$ cat config.mk
export PLATFORM = sky130hd
export DESIGN_NAME = hpi_init_pack
export DESIGN_NICKNAME = d
export VERILOG_FILES = /design/src/rtl/hpi_pkg.sv /design/src/rtl/hpi_ctrl_reg.sv /design/src/rtl/hpi_hs_flags.sv /design/src/rtl/hpi_lane_cnt.sv /design/src/rtl/hpi_init_pack.sv
export SDC_FILE = /design/constraint.sdc
export NUM_CORES = 1
export LEC_CHECK = 0
export ABC_AREA = 1
export ABC_CLOCK_PERIOD_IN_PS = 2700
export BUFFER_PORTS_ARGS = -buffer_cell sky130_fd_sc_hd__clkbuf_2
export CAP_MARGIN = 25
export CORE_MARGIN = 4
export CORE_UTILIZATION = 48
export DETAILED_ROUTE_END_ITERATION = 8
export PLACE_DENSITY = 0.81
export SLEW_MARGIN = 20
export SYNTH_ARGS = -nofsm -noshare
export SYNTH_HDL_FRONTEND = slang
export SYNTH_SLANG_ARGS = --single-unit
$ cat constraint.sdc
create_clock -name clk -period 2.7 [get_ports clk]
set_input_delay 0.81 -clock clk [delete_from_list [all_inputs] [get_ports clk]]
set_output_delay 0.81 -clock clk [all_outputs]
set_load 0.02 [all_outputs]
$ cat src/rtl/hpi_pkg.sv
package hpi_pkg;

  localparam int REG_W  = 8;
  localparam int LANE_W = 2;
  localparam logic [LANE_W-1:0] LANE_LAST = LANE_W'((1 << LANE_W) - 1);

  // control register bit positions
  localparam int B_INIT = 0;
  localparam int B_MODE = 1;   // two bits: B_MODE+1 : B_MODE
  localparam int B_RXEN = 3;
  localparam int B_TXEN = 4;

  typedef enum logic [1:0] {
    MODE_IRQ   = 2'b00,
    MODE_DMA24 = 2'b01,
    MODE_DMA16 = 2'b10,
    MODE_DMA8  = 2'b11
  } xfer_mode_e;

  typedef struct packed {
    logic       tx_en;
    logic       rx_en;
    xfer_mode_e mode;
    logic       init;
  } ctrl_t;

endpackage

$ cat src/rtl/hpi_ctrl_reg.sv
module hpi_ctrl_reg
  import hpi_pkg::*;
(
  input  logic             clk,
  input  logic             rst_n,
  input  logic             wr_en,
  input  logic [REG_W-1:0] wr_data,
  output ctrl_t            ctrl_o,
  output logic             init_exec_o
);

  ctrl_t ctrl_q, ctrl_d;

  always_comb begin
    ctrl_d = ctrl_q;
    if (ctrl_q.init) ctrl_d.init = 1'b0;
    if (wr_en) begin
      ctrl_d.init  = wr_data[B_INIT];
      ctrl_d.mode  = xfer_mode_e'(wr_data[B_MODE+1:B_MODE]);
      ctrl_d.rx_en = wr_data[B_RXEN];
      ctrl_d.tx_en = wr_data[B_TXEN];
    end
  end

  always_ff @(posedge clk or negedge rst_n) begin
    if (!rst_n) ctrl_q <= '0;
    else        ctrl_q <= ctrl_d;
  end

  assign ctrl_o      = ctrl_q;
  assign init_exec_o = ctrl_q.init;

endmodule

$ cat src/rtl/hpi_hs_flags.sv
module hpi_hs_flags (
  input  logic clk,
  input  logic rst_n,
  input  logic init_apply,
  input  logic rx_en,
  input  logic tx_en,
  input  logic host_word_wr,
  input  logic host_word_rd,
  input  logic dsp_rx_rd,
  input  logic dsp_tx_wr,
  output logic h2p_full,
  output logic h2p_empty,
  output logic p2h_full,
  output logic p2h_empty
);

  logic h2p_full_q, h2p_empty_q, p2h_full_q, p2h_empty_q;
  logic h2p_full_d, h2p_empty_d, p2h_full_d, p2h_empty_d;

  always_comb begin
    h2p_full_d  = h2p_full_q;
    h2p_empty_d = h2p_empty_q;
    p2h_full_d  = p2h_full_q;
    p2h_empty_d = p2h_empty_q;
    if (host_word_wr) begin h2p_full_d = 1'b1; h2p_empty_d = 1'b0; end
    if (dsp_rx_rd)    begin h2p_full_d = 1'b0; h2p_empty_d = 1'b1; end
    if (host_word_rd) begin p2h_full_d = 1'b0; p2h_empty_d = 1'b1; end
    if (dsp_tx_wr)    begin p2h_full_d = 1'b1; p2h_empty_d = 1'b0; end
    if (init_apply && rx_en) begin h2p_full_d = 1'b0; h2p_empty_d = 1'b1; end
    if (init_apply && tx_en) begin p2h_full_d = 1'b0; p2h_empty_d = 1'b1; end
  end

  always_ff @(posedge clk or negedge rst_n) begin
    if (!rst_n) begin
      h2p_full_q  <= 1'b0;
      h2p_empty_q <= 1'b1;
      p2h_full_q  <= 1'b0;
      p2h_empty_q <= 1'b1;
    end else begin
      h2p_full_q  <= h2p_full_d;
      h2p_empty_q <= h2p_empty_d;
      p2h_full_q  <= p2h_full_d;
      p2h_empty_q <= p2h_empty_d;
    end
  end

  assign h2p_full  = h2p_full_q;
  assign h2p_empty = h2p_empty_q;
  assign p2h_full  = p2h_full_q;
  assign p2h_empty = p2h_empty_q;

endmodule

$ cat src/rtl/hpi_lane_cnt.sv
module hpi_lane_cnt
  import hpi_pkg::*;
(
  input  logic              clk,
  input  logic              rst_n,
  input  logic              init_exec,
  input  xfer_mode_e        mode,
  input  logic              ack,
  output logic [LANE_W-1:0] lane,
  output logic              word_last,
  output logic              word_done
);

  logic [LANE_W-1:0] lane_q, lane_d;
  logic              done_q, done_d;
  logic              dma_step;

  assign dma_step  = ack && (mode != MODE_IRQ) && !init_exec;
  assign word_last = dma_step && (lane_q == LANE_LAST);

  always_comb begin
    lane_d = lane_q;
    done_d = 1'b0;
    if (init_exec) begin
      lane_d = LANE_W'(mode);
    end else if (dma_step) begin
      if (lane_q == LANE_LAST) begin
        lane_d = LANE_W'(mode);
        done_d = 1'b1;
      end else begin
        lane_d = LANE_W'(lane_q + 1'b1);
      end
    end
  end

  always_ff @(posedge clk or negedge rst_n) begin
    if (!rst_n) begin
      lane_q <= '0;
      done_q <= 1'b0;
    end else begin
      lane_q <= lane_d;
      done_q <= done_d;
    end
  end

  assign lane      = lane_q;
  assign word_done = done_q;

endmodule

$ cat src/rtl/hpi_init_pack.sv
module hpi_init_pack
  import hpi_pkg::*;
(
  input  logic       clk,
  input  logic       rst_n,
  input  logic       reg_wr,
  input  logic [7:0] reg_wdata,
  output logic [7:0] reg_rdata,
  input  logic       host_ack,
  input  logic       host_rd,
  input  logic       dsp_rx_rd,
  input  logic       dsp_tx_wr,
  output logic       host_req,
  output logic       word_done,
  output logic       init_err,
  output logic [1:0] byte_lane,
  output logic       h2p_full,
  output logic       h2p_empty,
  output logic       p2h_full,
  output logic       p2h_empty
);

  // reset: asserted asynchronously, released on a clock edge
  logic [1:0] rst_sync_q;
  logic       rst_int_n;

  always_ff @(posedge clk or negedge rst_n) begin
    if (!rst_n) rst_sync_q <= 2'b00;
    else        rst_sync_q <= {rst_sync_q[0], 1'b1};
  end
  assign rst_int_n = rst_sync_q[1];

  ctrl_t ctrl;
  logic  init_exec, illegal, init_apply;
  logic  word_last, host_word, host_word_wr, host_word_rd;
  logic  err_q, err_d;

  hpi_ctrl_reg u_reg (
    .clk        (clk),
    .rst_n      (rst_int_n),
    .wr_en      (reg_wr),
    .wr_data    (reg_wdata),
    .ctrl_o     (ctrl),
    .init_exec_o(init_exec)
  );

  assign illegal    = init_exec && (ctrl.mode != MODE_IRQ) && ctrl.rx_en && ctrl.tx_en;
  assign init_apply = init_exec && !illegal;

  hpi_lane_cnt u_lane (
    .clk      (clk),
    .rst_n    (rst_int_n),
    .init_exec(init_exec),
    .mode     (ctrl.mode),
    .ack      (host_ack),
    .lane     (byte_lane),
    .word_last(word_last),
    .word_done(word_done)
  );

  assign host_word    = (host_ack && (ctrl.mode == MODE_IRQ)) || word_last;
  assign host_word_wr = host_word && !host_rd;
  assign host_word_rd = host_word && host_rd;

  hpi_hs_flags u_flags (
    .clk         (clk),
    .rst_n       (rst_int_n),
    .init_apply  (init_apply),
    .rx_en       (ctrl.rx_en),
    .tx_en       (ctrl.tx_en),
    .host_word_wr(host_word_wr),
    .host_word_rd(host_word_rd),
    .dsp_rx_rd   (dsp_rx_rd),
    .dsp_tx_wr   (dsp_tx_wr),
    .h2p_full    (h2p_full),
    .h2p_empty   (h2p_empty),
    .p2h_full    (p2h_full),
    .p2h_empty   (p2h_empty)
  );

  always_comb err_d = illegal;

  always_ff @(posedge clk or negedge rst_int_n) begin
    if (!rst_int_n) err_q <= 1'b0;
    else            err_q <= err_d;
  end
  assign init_err = err_q;

  assign host_req = (ctrl.tx_en && p2h_full) || (ctrl.rx_en && h2p_empty);

  always_comb begin
    reg_rdata                   = '0;
    reg_rdata[B_INIT]           = ctrl.init;
    reg_rdata[B_MODE+1:B_MODE]  = ctrl.mode;
    reg_rdata[B_RXEN]           = ctrl.rx_en;
    reg_rdata[B_TXEN]           = ctrl.tx_en;
  end

endmodule

* Yosys cells after proc, flatten, opt, wreduce, memory -nomap -nowiden
Cells that the tools add are included.
** Word-level totals
- Register bits after elaboration :: 15
- Bits of input ports :: 15
- Output and inout bits :: 17
- Logic and storage cells :: 57
** Cells by class
- Add/subtract/negate cells :: 1
- Equal/unequal tests :: 1
- Muxes and demuxes :: 19
- Reductions and logical operators :: 24
** Operator list (count)
- $mux 1 :: 16
- $logic_and 1x1->1 :: 14
- $mux 2 :: 3
- $reduce_bool 3->1 :: 2
- $reduce_bool 2->1 :: 2
- $logic_not 1->1 :: 3
- $add 2x1->2 const B :: 1
- $eq 2x2->1 const B :: 1
- $logic_not 2->1 :: 1
- $logic_or 1x1->1 :: 2

* Logic depth before layout (Yosys ltp)
- Depth in word-level cells :: 9
- Mapped depth :: 7
- Gate-level depth less buffers :: 7

* Cells and area by module
A second synthesis with hierarchy kept.
** Unflattened totals
- Cells, all modules :: 83
- Area total of the unflattened synthesis :: 710.7 um^2
** By module, submodules not included
- hpi_ctrl_reg :: instances 1, cells each 21, area an instance 188.9 um^2, sequential area each 125.1 um^2
- hpi_lane_cnt :: instances 1, cells each 24, area an instance 182.7 um^2, sequential area each 75.1 um^2
- hpi_hs_flags :: instances 1, cells each 20, area an instance 176.4 um^2, sequential area each 102.6 um^2
- hpi_init_pack :: instances 1, cells each 18, area an instance 162.7 um^2, sequential area each 75.1 um^2

* Worst setup path before layout
No wires, ideal clock.
- Path kind :: reg-to-output
- Start point :: reg u_flags.h2p_empty_q, in the netlist u_flags.h2p_empty
- End point :: out host_req
- Arrival :: 0.838 ns
- Required time :: 1.890 ns
- Path slack :: 1.052 ns
- Stages on the path, launching flop included :: 2
- Buffers on the path :: 0
- Path through :: dfstp_2 a22o_1
** On the way
- Longest elaborated chain between the ends :: 2
** Ends and longest elaborated chain
- start: declaration :: RTL line hpi_hs_flags.sv:17 : logic h2p_full_q, h2p_empty_q, p2h_full_q, p2h_empty_q;
- start signal: assignment :: RTL line hpi_hs_flags.sv:41 : h2p_empty_q <= h2p_empty_d;
- $logic_and 1x1->1 :: RTL line hpi_init_pack.sv:89 : assign host_req = (ctrl.tx_en && p2h_full) || (ctrl.rx_en && h2p_empty);
- $logic_or 1x1->1 :: RTL line hpi_init_pack.sv:89
- end: declaration :: RTL line hpi_init_pack.sv:13 : output logic host_req,
Every way passes these cells.

* Worst setup path in the final report
Same ends and word-level chain as after synthesis.

==> report_table.html <==
<table>
<tr><th>Metric</th><th>Value</th></tr>
<tr><th colspan="2">Drt</th></tr>
<tr><td>Count of unresolved DRC violations after routing</td><td>0</td></tr>
<tr><td>DR vias/cell</td><td>4.75</td></tr>
<tr><td>Routed wire length per instance</td><td>10.2 um</td></tr>
<tr><td>Final ANT Viol Nets</td><td>0</td></tr>
<tr><td>Via total after detailed routing</td><td>556</td></tr>
<tr><td>Detailed router's first-iteration violation count</td><td>9</td></tr>
<tr><td>Drt pass-1 iters</td><td>4</td></tr>
<tr><td>Final wirelength</td><td>1190 um</td></tr>
<tr><th colspan="2">Min path</th></tr>
<tr><td>Worst hold-check path type</td><td>flop to async pin</td></tr>
<tr><th colspan="2">Worst setup path</th></tr>
<tr><td>Count of buffer and inverter cells on the critical path</td><td>1</td></tr>
<tr><td>Maximum fanout along the worst path</td><td>3</td></tr>
<tr><td>Cell class contributing the biggest share of worst-path delay</td><td>flip-flops</td></tr>
<tr><td>Critical Path Max Stage Delay</td><td>0.55 ns</td></tr>
<tr><td>Library cell contributing the largest single delay on the critical path</td><td>sky130_fd_sc_hd__dfstp_2</td></tr>
<tr><td>Classification of the worst setup path</td><td>flop to output pin</td></tr>
<tr><td>Critical path required time</td><td>1.89 ns</td></tr>
<tr><td>Nature of the critical path startpoint</td><td>flop</td></tr>
<tr><td>Ordered cell list for the critical path</td><td>a22o_1, clkbuf_2</td></tr>
<tr><td>Worst EP arrival</td><td>1.13 ns</td></tr>
<tr><td>Kind of capture point of the worst setup path</td><td>output pin</td></tr>
<tr><th colspan="2">STA</th></tr>
<tr><td>Final number of hold-violating endpoints</td><td>0</td></tr>
<tr><td>Setup TNS</td><td>0 ns</td></tr>
<tr><td>Minimum clock period</td><td>1.94 ns</td></tr>
<tr><td>Worst clock skew on the final layout</td><td>0.00519 ns</td></tr>
<tr><td>Final Cycle Share</td><td>72.0%</td></tr>
<tr><td>Highest clock rate</td><td>514 MHz</td></tr>
<tr><td>RSZ-0062 raised after global routing</td><td>false</td></tr>
<tr><td>Pins Over Slew Limit</td><td>0</td></tr>
<tr><td>Slack of the critical path</td><td>0.756 ns</td></tr>
<tr><td>Endpoints failing setup</td><td>0</td></tr>
<tr><th colspan="2">Yosys</th></tr>
<tr><td>Sequential fraction of the synthesis area</td><td>53.5%</td></tr>
<tr><td>Share of the synthesized area in the top cell type</td><td>46.1%</td></tr>
<tr><td>Post-Synthesis Mean Instance Area</td><td>9.16 um^2</td></tr>
<tr><td>Synthesis warning total</td><td>0</td></tr>
<tr><td>Netlist area before placement</td><td>706 um^2</td></tr>
<tr><td>EDFF count, synth</td><td>0</td></tr>
<tr><td>Netlist cell types</td><td>19</td></tr>
<tr><td>Most area-consuming cells after synthesis</td><td>sky130_fd_sc_hd__dfrtp_1 (46%), sky130_fd_sc_hd__nand2_1 (9.0%), sky130_fd_sc_hd__dfstp_2 (7.4%)</td></tr>
<tr><td>Number of synthesized register bits</td><td>15</td></tr>
<tr><td>Post-synthesis async set-or-reset flop share</td><td>100%</td></tr>
<tr><td>Leading post-synthesis cells by instance count</td><td>sky130_fd_sc_hd__nand2_1 (17), sky130_fd_sc_hd__dfrtp_1 (13), sky130_fd_sc_hd__inv_1 (8)</td></tr>
<tr><td>Most common cell in the netlist</td><td>sky130_fd_sc_hd__nand2_1</td></tr>
<tr><td>Synth area leader</td><td>sky130_fd_sc_hd__dfrtp_1</td></tr>
<tr><td>Synthesized instance count</td><td>77</td></tr>
<tr><td>Flip-flop cell with the highest count after synthesis</td><td>sky130_fd_sc_hd__dfrtp_1</td></tr>
<tr><th colspan="2">Job</th></tr>
<tr><td>Max_cap viols</td><td>0</td></tr>
<tr><th colspan="2">Placed design</th></tr>
<tr><td>Placed wire-length estimate after detailed placement</td><td>1010 um</td></tr>
<tr><td>Routability congestion estimate</td><td>0.728</td></tr>
<tr><td>Count of input and output buffers</td><td>25</td></tr>
<tr><td>Pre-CTS setup slack</td><td>1.06 ns</td></tr>
<tr><th colspan="2">Clock network</th></tr>
<tr><td>H-tree Lvls</td><td>1</td></tr>
<tr><td>Number of hold buffers added after cts</td><td>0</td></tr>
<tr><td>Clock Sinks</td><td>15</td></tr>
<tr><td>Number of buffers created by CTS</td><td>3</td></tr>
<tr><td>Post-CTS sizing</td><td>0</td></tr>
<tr><td>Clock network latency to the later pin of the worst-skew pair</td><td>0.28 ns</td></tr>
<tr><td>Post-CTS setup repair buffer count</td><td>0</td></tr>
<tr><td>Clock slew seen by the registers of the worst setup and hold paths</td><td>0.08 ns</td></tr>
<tr><td>Maximum number of buffers from clock root to sink</td><td>2</td></tr>
<tr><td>TritonCTS clock tree</td><td>yes</td></tr>
<tr><td>Cell at the root of the clock tree</td><td>sky130_fd_sc_hd__clkbuf_4</td></tr>
<tr><th colspan="2">Power</th></tr>
<tr><td>Clock network power share</td><td>20.8%</td></tr>
<tr><td>Ratio of total power to cell area</td><td>709 nW/um^2</td></tr>
<tr><td>Int Power</td><td>0.383 mW</td></tr>
<tr><td>Switching Share</td><td>35.5%</td></tr>
<tr><td>Leakage Power</td><td>0.479 nW</td></tr>
<tr><td>Relative contribution of sequential cells to total power</td><td>48.1%</td></tr>
<tr><td>IR Drop Worst-Case VDD</td><td>0.387 mV</td></tr>
<tr><td>Combinational cell fraction of total power</td><td>31.1%</td></tr>
<tr><td>Switching power summed over all nets</td><td>0.211 mW</td></tr>
<tr><th colspan="2">Floorplan</th></tr>
<tr><td>Total number of placement rows</td><td>13</td></tr>
<tr><td>I/O pin total</td><td>32</td></tr>
<tr><td>Die width</td><td>46.3 um</td></tr>
<tr><td>Area of the die</td><td>2150 um^2</td></tr>
<tr><td>Die H</td><td>46.3 um</td></tr>
<tr><td>Initial core utilization</td><td>52.3%</td></tr>
<tr><td>Core area</td><td>1350 um^2</td></tr>
<tr><th colspan="2">Global routing</th></tr>
<tr><td>Vias in the first global route</td><td>518</td></tr>
<tr><td>Wire length of the first global-routing pass</td><td>1980 um</td></tr>
<tr><td>Tot GR Track Use</td><td>13.1%</td></tr>
<tr><td>Maximum number of pins on one net before global-route repair</td><td>14</td></tr>
<tr><td>Initial antenna violation count</td><td>0</td></tr>
<tr><td>Total congestion overflow after global routing</td><td>0</td></tr>
<tr><th colspan="2">Cells and area</th></tr>
<tr><td>Footprint of the multi-input gates</td><td>249 um^2</td></tr>
<tr><td>Share of layout cells above drive strength 1</td><td>39.2%</td></tr>
<tr><td>Total Nets Final</td><td>119</td></tr>
<tr><td>Diodes inserted</td><td>0</td></tr>
<tr><td>Number of fill cells</td><td>117</td></tr>
<tr><td>Synthesis-to-finish area growth</td><td>18.8%</td></tr>
<tr><td>Footprint of the flip-flops and latches</td><td>378 um^2</td></tr>
<tr><th colspan="2">Run status</th></tr>
<tr><td>Result of the run</td><td>completed</td></tr>
</table>
-- placed cells by master, fill, tap and decap left out, drive strengths merged, types with 2 or more instances in the layout --
master and instances:
mux2 2, dfrtp 13, o21ai 4, clkbuf 29
nand4 2, nand2 20, nand3 5, a21oi 2
inv 10, nor2 5, conb 4, dfstp 2
-- worst reg2reg max path: stages (launching register included) --
cell and delay (ns):
sky130_fd_sc_hd__dfrtp_1 0.41, sky130_fd_sc_hd__ha_1 0.24, sky130_fd_sc_hd__nor2_1 0.22, sky130_fd_sc_hd__nor2_1 0.07, sky130_fd_sc_hd__a21oi_1 0.12, sky130_fd_sc_hd__a21oi_1 0.08
-- through the flow --
stage / instance area [um^2] / utilization (%) / cells / hold slack (ns) / total power, mW
after detailed placement: 812 / 60.1 / 113 / 0.223 / 0.478
after CTS: 838 / 62.1 / 117 / 0.222 / 0.605
after floorplan: 713 / - / 79 / 0.159 / 0.424
after global routing: 838 / 62.1 / 117 / 0.254 / 0.638
final: 838 / 62.1 / 117 / 0.200 / 0.594
after global placement: 812 / 60.1 / 113 / 0.214 / 0.470
-- cell families after synthesis --
kind of cell,after synthesis,share of synthesized area (%)
AOI/OAI and AO/OA,7,5.50
adders and majority gates,1,1.77
buffers and inverters,17,12.2
DFF,15,53.5
muxes,2,3.19
other,2,1.06
and+or+nand+nor,33,22.7
-- path summary, 6_finish.rpt --
kind,start,to,slack [ns],cells past startpoint
setup / recovery,u_flags.h2p_empty$_DFFE_PN1P_,host_req,0.76,2
hold / removal,rst_sync_q[1]$_DFF_PN0_,u_lane.lane[1]$_DFFE_PN0P_,0.20,0
setup reg to reg,u_lane.lane[0]$_DFFE_PN0P_,u_lane.lane[1]$_DFFE_PN0P_,1.47,5
hold reg to reg,rst_sync_q[1]$_DFF_PN0_,u_lane.lane[1]$_DFFE_PN0P_,0.20,0
max in group asynchronous,rst_sync_q[1]$_DFF_PN0_,u_flags.h2p_empty$_DFFE_PN1P_,2.15,0
min in group clk,rst_sync_q[0]$_DFF_PN0_,rst_sync_q[1]$_DFF_PN0_,0.36,0
-- layout make-up --
type	instances	area share, %
timing repair buffer	25	14.9
multi-input combinational	47	29.7
sequential	15	45.1
clock buffer	4	3.13
inverter	11	4.93
tap	15	2.24
-- power by group through the flow --
stage	logic (mW)	clock network [mW]	registers [mW]
after floorplan	0.106	0	0.319
after global placement	0.182	0	0.289
after detailed placement	0.187	0	0.291
after CTS	0.187	0.131	0.286
after global routing	0.207	0.140	0.291
final	0.185	0.124	0.286
-- sequential cells by signal, indices dropped and copies added, names as in the netlist --
signal / flops
init_err: 1
rst_sync_q: 2
u_flags.h2p_empty: 1
u_flags.h2p_full: 1
u_flags.p2h_empty: 1
u_flags.p2h_full: 1
u_lane.lane: 2
u_lane.word_done: 1
u_reg.ctrl_o: 4
u_reg.init_exec_o: 1
-- routing by layer --
| layer | global-route usage (%) | share of wire (%) | vias to the layer above |
|---|---|---|---|
| met5 | 0 | 0 | - |
| met3 | 5.86 | 8.7 | 2 |
| li1 | - | - | 283 |
| met1 | 13.9 | 40 | 250 |
| met4 | 3.41 | 0.67 | 0 |
| met2 | 23.4 | 51 | 21 |
(Power assumes the default switching activity.)
